File: src/rtl/rtc_cal_pkg.sv
package rtc_cal_pkg;
    // Kind of adjustment applied to the second currently being counted
    typedef enum logic [1:0] {
        TRIM_NONE = 2'd0,
        TRIM_FAST = 2'd1,
        TRIM_SLOW = 2'd2
    } trim_e;
endpackage

File: src/rtl/cal_prescaler.sv
module cal_prescaler
    import rtc_cal_pkg::*;
#(
    parameter int TICKS_PER_SEC = 32768,
    parameter int FAST_TRIM     = 256,
    parameter int SLOW_TRIM     = 128
) (
    input  logic  clk,
    input  logic  rst_n,
    input  trim_e trim,
    output logic  wrap,
    output logic  sec_tick
);
    localparam int CNT_W = $clog2(TICKS_PER_SEC + SLOW_TRIM);
    localparam logic [CNT_W-1:0] TERM_NOM  = CNT_W'(TICKS_PER_SEC - 1);
    localparam logic [CNT_W-1:0] TERM_FAST = CNT_W'(TICKS_PER_SEC - FAST_TRIM - 1);
    localparam logic [CNT_W-1:0] TERM_SLOW = CNT_W'(TICKS_PER_SEC + SLOW_TRIM - 1);

    typedef struct packed {
        logic [CNT_W-1:0] cnt;
        logic             tick;
    } pre_t;

    pre_t             st_d, st_q;
    logic [CNT_W-1:0] term;

    always_comb begin
        case (trim)
            TRIM_FAST: term = TERM_FAST;
            TRIM_SLOW: term = TERM_SLOW;
            default:   term = TERM_NOM;
        endcase
        wrap      = (st_q.cnt == term);
        st_d      = st_q;
        st_d.tick = wrap;
        if (wrap) begin
            st_d.cnt = '0;
        end else begin
            st_d.cnt = st_q.cnt + 1'b1;
        end
    end

    always_ff @(posedge clk or negedge rst_n) begin
        if (!rst_n) begin
            st_q <= '0;
        end else begin
            st_q <= st_d;
        end
    end

    assign sec_tick = st_q.tick;
endmodule

File: src/rtl/cal_sequencer.sv
module cal_sequencer
    import rtc_cal_pkg::*;
#(
    parameter int SEC_PER_MIN = 60,
    parameter int MAG_W       = 5
) (
    input  logic             clk,
    input  logic             rst_n,
    input  logic             wrap,
    input  logic [MAG_W-1:0] cal_mag,
    input  logic             cal_pos,
    output trim_e            trim,
    output logic             min_tick
);
    // The window holds 2^(MAG_W+1) minutes, 64 by default
    localparam int MIN_W = MAG_W + 1;
    localparam int SEC_W = (SEC_PER_MIN > 1) ? $clog2(SEC_PER_MIN) : 1;
    localparam logic [SEC_W-1:0] SEC_LAST = SEC_W'(SEC_PER_MIN - 1);
    localparam logic [MIN_W-1:0] MIN_LAST = '1;

    typedef struct packed {
        logic [SEC_W-1:0] sec_idx;
        logic [MIN_W-1:0] min_idx;
        logic [MAG_W-1:0] mag;
        logic             pos;
        logic             mtick;
    } seq_t;

    seq_t st_d, st_q;
    logic end_of_min;
    logic in_window;

    always_comb begin
        end_of_min = wrap && (st_q.sec_idx == SEC_LAST);
        st_d       = st_q;
        st_d.mtick = end_of_min;
        if (wrap) begin
            if (end_of_min) begin
                st_d.sec_idx = '0;
                st_d.min_idx = st_q.min_idx + 1'b1;
                if (st_q.min_idx == MIN_LAST) begin
                    st_d.mag = cal_mag;
                    st_d.pos = cal_pos;
                end
            end else begin
                st_d.sec_idx = st_q.sec_idx + 1'b1;
            end
        end
        in_window = (st_q.min_idx < {st_q.mag, 1'b0});
        if ((st_q.sec_idx == '0) && in_window) begin
            trim = st_q.pos ? TRIM_FAST : TRIM_SLOW;
        end else begin
            trim = TRIM_NONE;
        end
    end

    always_ff @(posedge clk or negedge rst_n) begin
        if (!rst_n) begin
            st_q <= '0;
        end else begin
            st_q <= st_d;
        end
    end

    assign min_tick = st_q.mtick;
endmodule

File: src/rtl/cal_test_wave.sv
module cal_test_wave #(
    parameter int TEST_HALF = 32
) (
    input  logic clk,
    input  logic rst_n,
    input  logic test_en,
    output logic wave
);
    localparam int HW = $clog2(TEST_HALF + 1);
    localparam logic [HW-1:0] HALF_LAST = HW'(TEST_HALF - 1);

    typedef struct packed {
        logic [HW-1:0] cnt;
        logic          wave;
    } tw_t;

    tw_t st_d, st_q;

    always_comb begin
        st_d = st_q;
        if (!test_en) begin
            st_d = '0;
        end else if (st_q.cnt == HALF_LAST) begin
            st_d.cnt  = '0;
            st_d.wave = ~st_q.wave;
        end else begin
            st_d.cnt = st_q.cnt + 1'b1;
        end
    end

    always_ff @(posedge clk or negedge rst_n) begin
        if (!rst_n) begin
            st_q <= '0;
        end else begin
            st_q <= st_d;
        end
    end

    assign wave = st_q.wave;
endmodule

File: src/rtl/rtc_cal_divider.sv
module rtc_cal_divider
    import rtc_cal_pkg::*;
#(
    parameter int TICKS_PER_SEC = 32768,
    parameter int SEC_PER_MIN   = 60,
    parameter int FAST_TRIM     = 256,
    parameter int SLOW_TRIM     = 128,
    parameter int TEST_HALF     = 32
) (
    input  logic       osc_clk,
    input  logic       rst_n,
    input  logic [4:0] cal_mag,
    input  logic       cal_pos,
    input  logic       test_en,
    output logic       sec_tick,
    output logic       min_tick,
    output logic       test_wave
);
    trim_e trim;
    logic  wrap;

    cal_prescaler #(
        .TICKS_PER_SEC(TICKS_PER_SEC),
        .FAST_TRIM    (FAST_TRIM),
        .SLOW_TRIM    (SLOW_TRIM)
    ) u_pre (
        .clk     (osc_clk),
        .rst_n   (rst_n),
        .trim    (trim),
        .wrap    (wrap),
        .sec_tick(sec_tick)
    );

    cal_sequencer #(
        .SEC_PER_MIN(SEC_PER_MIN),
        .MAG_W      (5)
    ) u_seq (
        .clk     (osc_clk),
        .rst_n   (rst_n),
        .wrap    (wrap),
        .cal_mag (cal_mag),
        .cal_pos (cal_pos),
        .trim    (trim),
        .min_tick(min_tick)
    );

    cal_test_wave #(
        .TEST_HALF(TEST_HALF)
    ) u_tw (
        .clk    (osc_clk),
        .rst_n  (rst_n),
        .test_en(test_en),
        .wave   (test_wave)
    );
endmodule

File: config.mk
export PLATFORM = sky130hd
export DESIGN_NAME = rtc_cal_divider
export DESIGN_NICKNAME = d
export VERILOG_FILES = /design/src/rtl/rtc_cal_pkg.sv /design/src/rtl/cal_prescaler.sv /design/src/rtl/cal_sequencer.sv /design/src/rtl/cal_test_wave.sv /design/src/rtl/rtc_cal_divider.sv
export SDC_FILE = /design/constraint.sdc
export NUM_CORES = 1
export LEC_CHECK = 0
export ABC_AREA = 1
export BUFFER_PORTS_ARGS = -buffer_cell sky130_fd_sc_hd__buf_2
export CORE_UTILIZATION = 65
export CTS_CLUSTER_DIAMETER = 100
export DETAILED_ROUTE_END_ITERATION = 10
export PLACE_DENSITY = 0.83
export SLEW_MARGIN = 25
export SYNTH_ARGS = -nofsm -noshare
export SYNTH_HDL_FRONTEND = slang
export SYNTH_SLANG_ARGS = --single-unit
File: constraint.sdc
create_clock -name osc_clk -period 3.6 [get_ports osc_clk]
set_clock_uncertainty 0.1 [all_clocks]
set_input_delay 0.72 -clock osc_clk [delete_from_list [all_inputs] [get_ports osc_clk]]
set_output_delay 0.72 -clock osc_clk [all_outputs]
set_load 0.01 [all_outputs]
# Word level (Yosys, flattened, before mapping)
# Cells that the tools add are included.
[word_totals]
regBits = 43
romBits = 0
memories = 0
ramBits = 0
word_cells = 35
inputBits = 9
output_inout_bits = 3
latchBits = 0
[classes]
addsub = 4
n_reduce_logical = 5
n_eq_ne = 7
n_mux = 8
div = 0
bitwise_logic = 1
shifts = 0
multipliers = 0
magnitude_cmp = 1
[op_table]
columns = ["operator", "count"]
rows = [
  ["$pmux W16 S2", 1],
  ["$add A6 B1 Y6 const B", 3],
  ["$add A16 B1 Y16 const B", 1],
  ["$eq A16 B16 Y1", 1],
  ["$mux W16", 1],
  ["$eq A6 B6 Y1 const B", 2],
  ["$mux W6", 2],
  ["$mux W7", 1],
  ["$eq A6 B5 Y1 const B", 1],
  ["$logic_not A6 Y1", 1],
  ["$lt A6 B6 Y1", 1],
  ["$mux W2", 2],
  ["$reduce_and A3 Y1", 1],
  ["$eq A2 B1 Y1 const B", 1],
  ["$eq A2 B2 Y1 const B", 1],
  ["$logic_and A1 B1 Y1", 2],
  ["$ne A2 B1 Y1 const B", 1],
  ["$reduce_and A2 Y1", 1],
  ["$mux W1", 1],
  ["$not A1 Y1", 1],
]

# Depth between registers and ports, before layout
# Gate-level depths: netlist of the first run.
[logic_depth]
word_depth = 8
mapped_depth = 16

# By module
# A second synthesis of the first run with hierarchy kept.
[unflattened]
hier_cells = 299
area_unflattened_um2 = 2354.8
[by_module_without_submodules]
columns = ["mod", "area_each_um2", "cells_each", "seq_area_each_um2", "instances"]
rows = [
  ["cal_sequencer", 1036.0, 121, 475.5, 1],
  ["cal_prescaler", 982.2, 139, 425.4, 1],
  ["cal_test_wave", 336.6, 39, 175.2, 1],
]

# Worst setup path after synthesis of the first run
# Ideal clock, no wire load.
[synth_timing]
path_type = "register -> register"
start = "register u_seq.st_q[10] in the netlist's numbering"
end = "register u_seq.st_q[1] in the netlist's numbering"
path_buffers = 1
arrival_ns = 1.845
path_slack_ns = 1.539
path_stages_with_launch = 13
t_required_ns = 3.383
path_cell_list = "dfrtp_1 -> ha_1 -> a21oi_1 -> nand2_1 -> nand2_1 -> a21oi_2 -> nor2_8 -> nand3_4 -> nor2_4 -> nand3_2 -> buf_6 -> nand2_2 -> o21ai_2"
[synth_via]
elab_chain_cells = 8
word_cells_on_any_way = 10
cone_classes = "order compare (1); eq/ne (4); mux (2); reduce/logical (3)"
[synth_rtl]
columns = ["element", "line_no", "text"]
rows = [
  ["start: declaration", "cal_sequencer.sv:29", "seq_t st_d, st_q;"],
  ["start signal: assignment", "cal_sequencer.sv:61", "st_q <= st_d;"],
  ["$lt A6 B6 Y1", "cal_sequencer.sv:49", "in_window = (st_q.min_idx < {st_q.mag, 1'b0});"],
  ["$logic_and A1 B1 Y1", "cal_sequencer.sv:50", "if ((st_q.sec_idx == '0) && in_window) begin"],
  ["$mux W2", "cal_sequencer.sv:50", ""],
  ["$eq A2 B2 Y1 / $eq A2 B1 Y1 (equally long branches)", "cal_prescaler.sv:28", "case (trim)"],
  ["$pmux W16 S2", "cal_prescaler.sv:28", ""],
  ["$eq A16 B16 Y1", "cal_prescaler.sv:33", "wrap = (st_q.cnt == term);"],
  ["$logic_and A1 B1 Y1", "cal_sequencer.sv:34", "end_of_min = wrap && (st_q.sec_idx == SEC_LAST);"],
  ["$reduce_and A3 Y1 (no line) (*)", "n/a", ""],
]
# Mark *: on every way between the ends. The rest lies on a longest branch, timed or not.
# A chain may end at the register's enable or synchronous reset.

# Final worst setup path of the first run
[layout_timing]
start = "register u_seq.st_q[10] in the netlist's numbering"
end = "register u_seq.st_q[5] in the netlist's numbering"
# The elaborated chain is that of the path after synthesis.

==> results of run 1 <==
cells in the mapped netlist, drive strengths merged:
cell    instances  share of area [%]
inv            51                8.2
nor3            9                1.9
dfrtp          43                 46
nand4           5                1.3
nand3          17                5.3
nand3b          2               0.65
xor2            6                2.3
nand2          45                8.3
nor2           30                6.8
ha              9                4.8
o31ai           1               0.32
a31oi           1               0.27
nor4            3                1.7
o21ai          18                4.8
xnor2           3                1.1
and3            1               0.27
a21oi          15                3.4
buf             2               0.81
nor3b           2               0.65
o21a            1               0.32
or2             1               0.27
cell type report:
class | count | area [um2]
clock buffers | 6 | 41.3
clock inverters | 2 | 12.5
fillers | 249 | 915
inverters | 51 | 191
multi-input cells | 169 | 1040
flip-flops and latches | 43 | 1080
well taps | 46 | 57.6
repair buffers | 11 | 57.6
worst min-delay path by stage:
stage                            startpoint                       end  slack [ns]
CTS                  u_tw.st_q[1]$_DFF_PN0_    u_tw.st_q[1]$_DFF_PN0_        0.39
detailed placement   u_tw.st_q[1]$_DFF_PN0_    u_tw.st_q[1]$_DFF_PN0_        0.36
finish                                rst_n   u_pre.st_q[5]$_DFF_PN0_        0.21
global route                          rst_n   u_pre.st_q[5]$_DFF_PN0_        0.26
floorplan                             rst_n  u_pre.sec_tick$_DFF_PN0_        0.32
global placement    u_pre.st_q[1]$_DFF_PN0_   u_pre.st_q[1]$_DFF_PN0_        0.35
power groups by stage:
stage	registers (mW)	clock network [mW]	logic [mW]
final	0.490	0.228	0.0252
after global routing	0.490	0.249	0.0297
after CTS	0.490	0.238	0.0261
after detailed placement	0.499	0	0.0262
after global placement	0.499	0	0.0249
after floorplan	0.499	0	0.00831
flip-flops by register name, summed over array words and instances, names as in the netlist:
signal	count
u_pre.sec_tick	1
u_pre.st_q	16
u_seq.st_q	18
u_tw.st_q	6
u_seq.min_tick	1
u_tw.wave	1
cells by family (layout without fill, tap and decap cells):
logic type / Yosys count / after routing / synth area share [%]
and+or+nand+nor: 115 / 115 / 27.3
buffers and inverters: 53 / 70 / 9.04
DFF: 43 / 43 / 46.3
AOI/OAI and AO/OA: 36 / 36 / 9.15
adders and majority gates: 9 / 9 / 4.84
xor gates and xnor gates: 9 / 9 / 3.39
metal layers:
metal / global-route usage [%] / up-vias / share of wire [%]
li1: - / 880 / -
met1: 29.8 / 760 / 47
met2: 41.2 / 25 / 49
met3: 4.97 / 6 / 3.1
met4: 7.62 / 0 / 1.6
met5: 0 / - / 0
stage by stage:
step / power [mW] / instances
5_1_grt: 0.769 / 328
3_5_place_dp: 0.525 / 320
4_1_cts: 0.754 / 328
3_3_place_gp: 0.523 / 320
6_report: 0.743 / 328
2_1_floorplan: 0.507 / 265
critical path: cells and delay by family (launching register included):
family          cells  cell delay (ns)
simple gates       11             1.33
flops               1             0.43
fa+ha+maj           1             0.31
compound gates      1             0.06
buf+inv             1             0.04
==> results_dict.tcl, run 1 <==
set metrics [dict create \
    grt_use_total_pct 23.7 \
    hold-worst-slack_ns 0.211 \
    clock_path_buffers 2 \
    ant_nets 0 \
    cts_tree "yes" \
    fin_util_pct 73.0 \
    syn_nets 283 \
    clock-sinks 43 \
    endpoint_kind "flop" \
    netSwitchingPower_mw 0.172 \
    path_cells "ha_1 -> nand2_1 -> inv_1 -> nand2_1 -> nand2_1 -> nand2_1 -> nand3_2 -> nand2_1 -> nand2_2 -> nand3_4 -> nor2_4 -> nand3_2 -> nand2_1 -> o21ai_2" \
    layout_common_cells "inv_1, dfrtp_1, nand2_1" \
    postLayoutCellArea_mm2 0.00247 \
    port_buffers 11 \
    p_comb_share_pct 3.4 \
    slew_violations 0 \
    diodes 0 \
    grt_overflow 0 \
    avgSynthCellArea_um2 8.77 \
    num_vias 1671 \
    wl_per_cell_um 11.5 \
    gp_congestion 0.884 \
    timing.final.crit_share_pct 66.2 \
    vias_per_cell 5.09 \
    internal_power_mw 0.570 \
    pwr-share-seq_pct 65.9 \
    grt_max_degree 44 \
    dieArea_mm2 0.00382 \
    powerDensity_mw_per_mm2 300 \
    slew_headroom_pct 56.6 \
    maxCapViolCount 0 \
    die_w_um 61.8 \
    drcViolationCount 0 \
    grt_setup_unrepaired "no" \
    postCtsSetupRepairBufs 0 \
    period_needed_ns 2.38 \
    syn_area_mm2 0.00232 \
    synth_warnings 0 \
    tns_ns 0 \
    worst_hold_path_type "in -> async" \
    tightestPinTransition_ns 0.645 \
    drive_gt1_share_pct 18.1 \
    cts-root-buf "clkbuf_4" \
    placed_area_mm2 0.00242 \
    hold_violations 0 \
    dpl.hpwl_um 2840 \
    worstPathRequired_ns 3.75 \
    drt_iter0_markers 86 \
    slowest_delay_ns 0.43 \
    clockPowerShare_pct 30.7 \
    startpoint "u_seq.st_q[10]$_DFFE_PN0P_" \
    arrival_ns 2.53 \
    antenna_found_initial 0 \
    crit_path_start_kind "flop" \
    status "completed" \
    fin_ws_ns 1.22 \
    cts_buffers 5 \
    syn_to_final_growth_pct 6.46 \
    cp_slowest_cell "dfrtp_1" \
    vdd_drop_max_uv 298 \
    critical_path_class "reg -> reg" \
    nNetsFinal 299 \
    grt_pass1_wl_um 6480 \
    rows 21 \
    netlist_instances 265 \
    htreeDepth 2 \
    regToRegSetupSlack_ns 1.22 \
    synthDistinctLibCells 34 \
    grt_pass1_vias 1543 \
    clkLatencyLatePin_ns 0.36 \
    io_pins 12 \
    place_ws_ns 1.25 \
    ff2ff_path_depth 14 \
    synth.yosys.seq_area_share_pct 46.3 \
    crit_end "u_seq.st_q[5]$_DFFE_PN0P_" \
    timing.rr.end "u_seq.st_q[5]$_DFFE_PN0P_" \
    r2r_start "u_seq.st_q[10]$_DFFE_PN0P_" \
    clk_pin_slew_worst_paths_ns 0.13 \
    setup-violations-final 0 \
    start_util_pct 68.6 \
    max_freq_mhz 420 \
    synth.ff_latch_count 43 \
    cp_max_fo 12 \
    layout_commonest_cell "inv_1" \
    drtPass1Iterations 4 \
    cts_hold_buffers 0 \
    power.leakage_nw 1.31 \
    switching_share_pct 23.2 \
    post_cts_resized 0 \
    wl_um 3780 \
    die_h_um 61.8 \
    core_area_mm2 0.00339 \
    cpMostUsedCell "nand2_1" \
]
No activity file was read; power rests on OpenSTA's default activity.
==> run 2, diff against run 1 <==
--- a/config.mk
+++ b/config.mk
@@ -7,10 +7,10 @@
 export LEC_CHECK = 0
 export ABC_AREA = 1
 export BUFFER_PORTS_ARGS = -buffer_cell sky130_fd_sc_hd__buf_2
-export CORE_UTILIZATION = 65
+export CORE_UTILIZATION = 60
 export CTS_CLUSTER_DIAMETER = 100
 export DETAILED_ROUTE_END_ITERATION = 10
-export PLACE_DENSITY = 0.83
+export PLACE_DENSITY = 0.77
 export SLEW_MARGIN = 25
 export SYNTH_ARGS = -nofsm -noshare
 export SYNTH_HDL_FRONTEND = slang
==> constraint.sdc (replaced) <==
create_clock -name osc_clk -period 2.35 [get_ports osc_clk]
set_clock_uncertainty 0.1 [all_clocks]
set_input_delay 0.47 -clock osc_clk [delete_from_list [all_inputs] [get_ports osc_clk]]
set_output_delay 0.47 -clock osc_clk [all_outputs]
set_load 0.01 [all_outputs]
==> run 2 against run 1 <==
  * Combinational power grew 69%
  * Clock power rose to 2.6 times the previous value
  * Clock-buffer cell count unchanged
  * Via count increased by 2.3%
  * Non-clock buffer count up 4
  * Register-to-register slack got worse by 1.0 ns
  * Highest routed layer unchanged
  * Critical path depth did not move
  * Worst hold slack worse by 0.19 ns
  * Core utilization decreased by 2.2 points
  * Sequential cell count did not move
  * Cell area grew 5.6%
  * Largest power group unchanged
==> results_dict.tcl, run 2 (synthesized netlist as in run 1, its figures left out) <==
set metrics [dict create \
    hold_violations 0 \
    maxCapViolCount 0 \
    postLayoutCellArea_mm2 0.00261 \
    clock-sinks 43 \
    fin_ws_ns 0.188 \
    cts-root-buf "clkbuf_8" \
    regToRegSetupSlack_ns 0.19 \
    die_w_um 64.2 \
    place_ws_ns 0.0562 \
    timing.final.crit_share_pct 92.0 \
    diodes 0 \
    tightestPinTransition_ns 0.684 \
    r2r_start "u_seq.st_q[4]$_DFFE_PN0P_" \
    critical_path_class "reg -> reg" \
    vias_per_cell 5.10 \
    stdcell_count 335 \
    dieArea_mm2 0.00413 \
    largest_reg_flops 18 \
    drt_iter0_markers 151 \
    max_freq_mhz 462 \
    ff2ff_path_depth 14 \
    cp_slowest_cell "dfrtp_1" \
    ant_nets 0 \
    syn_to_final_growth_pct 12.4 \
    num_vias 1709 \
    nNetsFinal 304 \
    grt_pass1_vias 1690 \
    start_util_pct 63.0 \
    hold-worst-slack_ns 0.0164 \
    clock_path_buffers 2 \
    grt_use_total_pct 23.5 \
    layout_common_cells "inv_1, dfrtp_1, nand2_1" \
    die_h_um 64.2 \
    clk_pin_slew_worst_paths_ns 0.08 \
    layout_commonest_cell "inv_1" \
    tns_ns 0 \
    cts_tree "yes" \
    placed_area_mm2 0.00246 \
    status "completed" \
    drive_gt1_share_pct 20.6 \
    worst_hold_path_type "in -> async" \
    grt_pass1_wl_um 7270 \
    io_pins 12 \
    regMostFlops "u_seq.st_q" \
    port_buffers 11 \
    worstPathRequired_ns 2.44 \
    crit_end "u_seq.st_q[17]$_DFFE_PN0N_" \
    slew_violations 0 \
    dp.cells 326 \
    cts_buffers 5 \
    grt_overflow 0 \
    setup-violations-final 0 \
    drtPass1Iterations 4 \
    slew_headroom_pct 54.0 \
    powerDensity_mw_per_mm2 530 \
    cts_hold_buffers 0 \
    largest_registers "u_seq.st_q: 18 flops, u_pre.st_q: 16 flops, u_tw.st_q: 6 flops" \
    clkLatencyLatePin_ns 0.30 \
    grt_setup_unrepaired "no" \
    rows 22 \
    power.leakage_nw 1.38 \
    gp_congestion 0.885 \
    startpoint "u_seq.st_q[4]$_DFFE_PN0P_" \
    cpLargestDelayFamily "simple AND/OR/NAND/NOR gates" \
    post_cts_resized 0 \
    dpl.hpwl_um 3190 \
    wl_um 4210 \
    core_area_mm2 0.00369 \
    cpMostUsedCell "nor2_1" \
    timing.rr.end "u_seq.st_q[17]$_DFFE_PN0N_" \
    grt_max_degree 25 \
    cp_max_fo 12 \
    antenna_found_initial 0 \
    vdd_drop_max_uv 463 \
    path_buf_inv 2 \
    crit_path_start_kind "flop" \
    endpoint_kind "flop" \
    htreeDepth 2 \
    period_needed_ns 2.16 \
    arrival_ns 2.25 \
    slowest_delay_ns 0.39 \
    drcViolationCount 0 \
    wl_per_cell_um 12.6 \
    path_cells "inv_1 -> ha_1 -> a21oi_1 -> nand2_1 -> nand2_2 -> nand3_2 -> nand2_1 -> nand2_2 -> nand2_4 -> clkinv_4 -> nand3_1 -> nor2_1 -> nor2_1 -> nor2_1" \
    postCtsSetupRepairBufs 0 \
    cp.depth 14 \
]
-- run 2: how the worst min path moves through the flow --
| stage | from | endpoint | slack (ns) | depth (start not counted) |
|---|---|---|---|---|
| 2_1_floorplan | rst_n | u_pre.sec_tick$_DFF_PN0_ | 0.07 | 0 |
| 6_report | rst_n | u_pre.st_q[7]$_DFF_PN0_ | 0.02 | 1 |
| 3_3_place_gp | u_tw.st_q[1]$_DFF_PN0_ | u_tw.st_q[1]$_DFF_PN0_ | 0.35 | 1 |
| 3_5_place_dp | u_tw.st_q[1]$_DFF_PN0_ | u_tw.st_q[1]$_DFF_PN0_ | 0.35 | 1 |
| 4_1_cts | rst_n | u_pre.st_q[7]$_DFF_PN0_ | 0.03 | 1 |
| 5_1_grt | rst_n | u_pre.st_q[7]$_DFF_PN0_ | 0.05 | 1 |
-- run 2: metal layers --
metal  vias to the layer above  GRT usage, %  part of all wire [%]
met3                         7          4.29                   2.2
met1                       789          28.7                    45
met2                        20          40.1                    51
li1                        893             -                     -
met4                         0          10.8                   1.9
met5                         -             0                     0
-- run 2: report_power, final --
group	switching, mW	internal (mW)	total, mW
clock network	0.249	0.344	0.593
logic	0.0274	0.0152	0.0426
registers	0.00413	0.745	0.749
-- run 2: layout make-up --
type                       count  area (um2)
clock buffer                   6        82.6
clock inverter                 2        35.0
timing repair buffer          15        97.6
inverter                      51         196
fill                         300        1070
sequential                    43        1080
tap                           48        60.1
multi-input combinational    170        1070
-- run 2: stage by stage --
stage               util, %  power [mW]
floorplan                 -       0.777
global placement       66.8       0.806
detailed placement     66.8       0.808
CTS                    70.0        1.40
global route           70.9        1.42
finish                 70.9        1.38
-- run 2: worst reg2reg max path, cell delays in order, from the launching register on --
cell and delay [ns]:
dfrtp_1 0.39, inv_1 0.06, ha_1 0.30, a21oi_1 0.15, nand2_1 0.07, nand2_2 0.10
nand3_2 0.11, nand2_1 0.10, nand2_2 0.10, nand2_4 0.13, clkinv_4 0.12, nand3_1 0.14
nor2_1 0.05, nor2_1 0.08, nor2_1 0.05
==> run 3, diff against run 2 <==
==> constraint.sdc (replaced) <==
create_clock -name osc_clk -period 2.35 [get_ports osc_clk]
set_clock_uncertainty 0.1 [all_clocks]
set_input_delay 0.1175 -clock osc_clk [delete_from_list [all_inputs] [get_ports osc_clk]]
set_output_delay 0.1175 -clock osc_clk [all_outputs]
set_load 0.01 [all_outputs]
==> run 3 against run 2 <==
  * The run now ends with design-rule violations left
  * Routed wire length decreased by 1.6%
  * Register-to-register slack worse by 0.03 ns
  * Largest cell class unchanged
  * Cell area increased by 1.6%
  * Clock power down 21%
  * Non-clock buffer count rose by 9
  * Maximum frequency shrank 1.5%
  * Clock-buffer cell count unchanged
  * Combinational power rose by 15%
  * Critical path depth unchanged
  * Total power is 8.6% lower
  * Sequential share of layout area fell by 0.66 points
==> results_dict.tcl, run 3 (synthesized netlist as in run 1, its figures left out) <==
set metrics [dict create \
    grt_setup_unrepaired "yes" \
    dpl.hpwl_um 2880 \
    critical_path_class "reg -> reg" \
    cts_tree "yes" \
    start_util_pct 63.0 \
    layout_commonest_cell "inv_1" \
    powerDensity_mw_per_mm2 476 \
    diodes 0 \
    grt_pass1_wl_um 7300 \
    largest_reg_flops 18 \
    drive_gt1_share_pct 19.7 \
    hold_violations 0 \
    regMostFlops "u_seq.st_q" \
    hold-worst-slack_ns 0.248 \
    slew_headroom_pct 53.5 \
    fillCellCount 288 \
    dieArea_mm2 0.00413 \
    worst_hold_path_type "in -> async" \
    clkLatencyLatePin_ns 0.29 \
    setup-violations-final 0 \
    pwr-share-seq_pct 59.2 \
    dp.cells 325 \
    port_buffers 11 \
    maxCapViolCount 0 \
    clockPowerShare_pct 36.9 \
    grt_pass1_vias 1628 \
    layout_common_cells "inv_1, dfrtp_1, nand2_1" \
    num_vias 1716 \
    grt_overflow 0 \
    timing.final.crit_share_pct 93.4 \
    status "finished with violations" \
    vias_per_cell 5.02 \
    clock-sinks 43 \
    wl_per_cell_um 12.1 \
    cts_buffers 5 \
    rows 22 \
    internal_power_mw 0.997 \
    clk_pin_slew_worst_paths_ns 0.08 \
    worstPathRequired_ns 2.43 \
    p_comb_share_pct 3.9 \
    slew_violations 0 \
    antenna_found_initial 0 \
    drt_iter0_markers 86 \
    violations "design-rule violations" \
    power.leakage_nw 1.40 \
    clock_path_buffers 2 \
    io_pins 12 \
    syn_to_final_growth_pct 14.3 \
    endpoint_kind "flop" \
    grt_use_total_pct 23.3 \
    drtPass1Iterations 7 \
    die_h_um 64.2 \
    p_total_mw 1.27 \
    crit_path_start_kind "flop" \
    period_needed_ns 2.19 \
    grt_max_degree 44 \
    cts-root-buf "clkbuf_8" \
    nNetsFinal 312 \
    arrival_ns 2.28 \
    netSwitchingPower_mw 0.268 \
    drcViolationCount 2 \
    switching_share_pct 21.2 \
    tightestPinTransition_ns 0.692 \
    cp_max_fo 12 \
    max_freq_mhz 456 \
    gp_congestion 0.890 \
    wl_um 4140 \
    htreeDepth 2 \
    ant_nets 0 \
    stdcell_count 342 \
    vdd_drop_max_uv 369 \
    die_w_um 64.2 \
    largest_registers "u_seq.st_q: 18 flops, u_pre.st_q: 16 flops, u_tw.st_q: 6 flops" \
    core_area_mm2 0.00369 \
]
run 3: final timing paths:
path | startpoint | endpoint | slack [ns] | depth (start not counted)
min in group osc_clk | u_pre.st_q[1]$_DFF_PN0_ | u_pre.st_q[1]$_DFF_PN0_ | 0.36 | 1
max in group asynchronous | rst_n | u_seq.st_q[17]$_DFFE_PN0N_ | 1.53 | 2
setup reg to reg | u_seq.st_q[10]$_DFFE_PN0P_ | u_seq.st_q[4]$_DFFE_PN0P_ | 0.16 | 14
setup / recovery | u_seq.st_q[10]$_DFFE_PN0P_ | u_seq.st_q[4]$_DFFE_PN0P_ | 0.16 | 14
hold / removal | rst_n | u_pre.st_q[3]$_DFF_PN0_ | 0.25 | 2
hold reg to reg | u_pre.st_q[1]$_DFF_PN0_ | u_pre.st_q[1]$_DFF_PN0_ | 0.36 | 1
run 3: stage by stage:
stage	util (%)	worst slack (ns)	TNS, ns	cell area, um2
2_1_floorplan	-	0.289	0	2320
3_3_place_gp	66.2	0.109	0	2440
3_5_place_dp	66.2	0.0232	0	2440
4_1_cts	70.8	0.0121	0	2610
5_1_grt	72.0	-0.0250	-0.0302	2660
6_report	72.0	0.155	0	2660
run 3: timing repair:
item	4_1_cts	5_1_grt
hold endpoints to repair	51	0
hold buffers	8	0
setup buffers	0	2
setup endpoints to repair	0	10
gates resized for setup	0	7
run 3: routing by layer:
metal  vias up  global-route usage, %  share of wire (%)
met5         -                      0                  0
met4         0                   8.06                1.8
met3        10                   5.18                3.2
met2        35                   39.2                 48
met1       774                   29.6                 47
li1        897                      -                  -
run 3: critical path, cell delays in order (launching register included):
cell and delay, ns:
dfrtp_1 0.41, ha_1 0.31, nand2_1 0.06, inv_1 0.04, nand2_1 0.04, nand2_1 0.06, nand2_2 0.09, nand3_2 0.12
nand2_1 0.07, nand2_2 0.14, nand3_4 0.10, nor2_4 0.15, nand3_4 0.20, nand2_1 0.14, o21ai_2 0.05
run 3: power by group through the flow:
stage	clock network [mW]	registers [mW]	logic (mW)
after floorplan	0	0.764	0.0127
after global placement	0	0.764	0.0382
after detailed placement	0	0.764	0.0392
after CTS	0.479	0.749	0.0491
after global routing	0.503	0.750	0.0573
final	0.467	0.749	0.0490
run 3: layout make-up:
class | count | area [um2] | share of cell area, %
multi-input cells | 169 | 1060 | 39.9
clock buffers | 6 | 82.6 | 3.11
flip-flops and latches | 43 | 1080 | 40.5
inverters | 51 | 196 | 7.40
repair buffers | 24 | 175 | 6.59
well taps | 48 | 60.1 | 2.26
clock inverters | 1 | 5.00 | 0.188
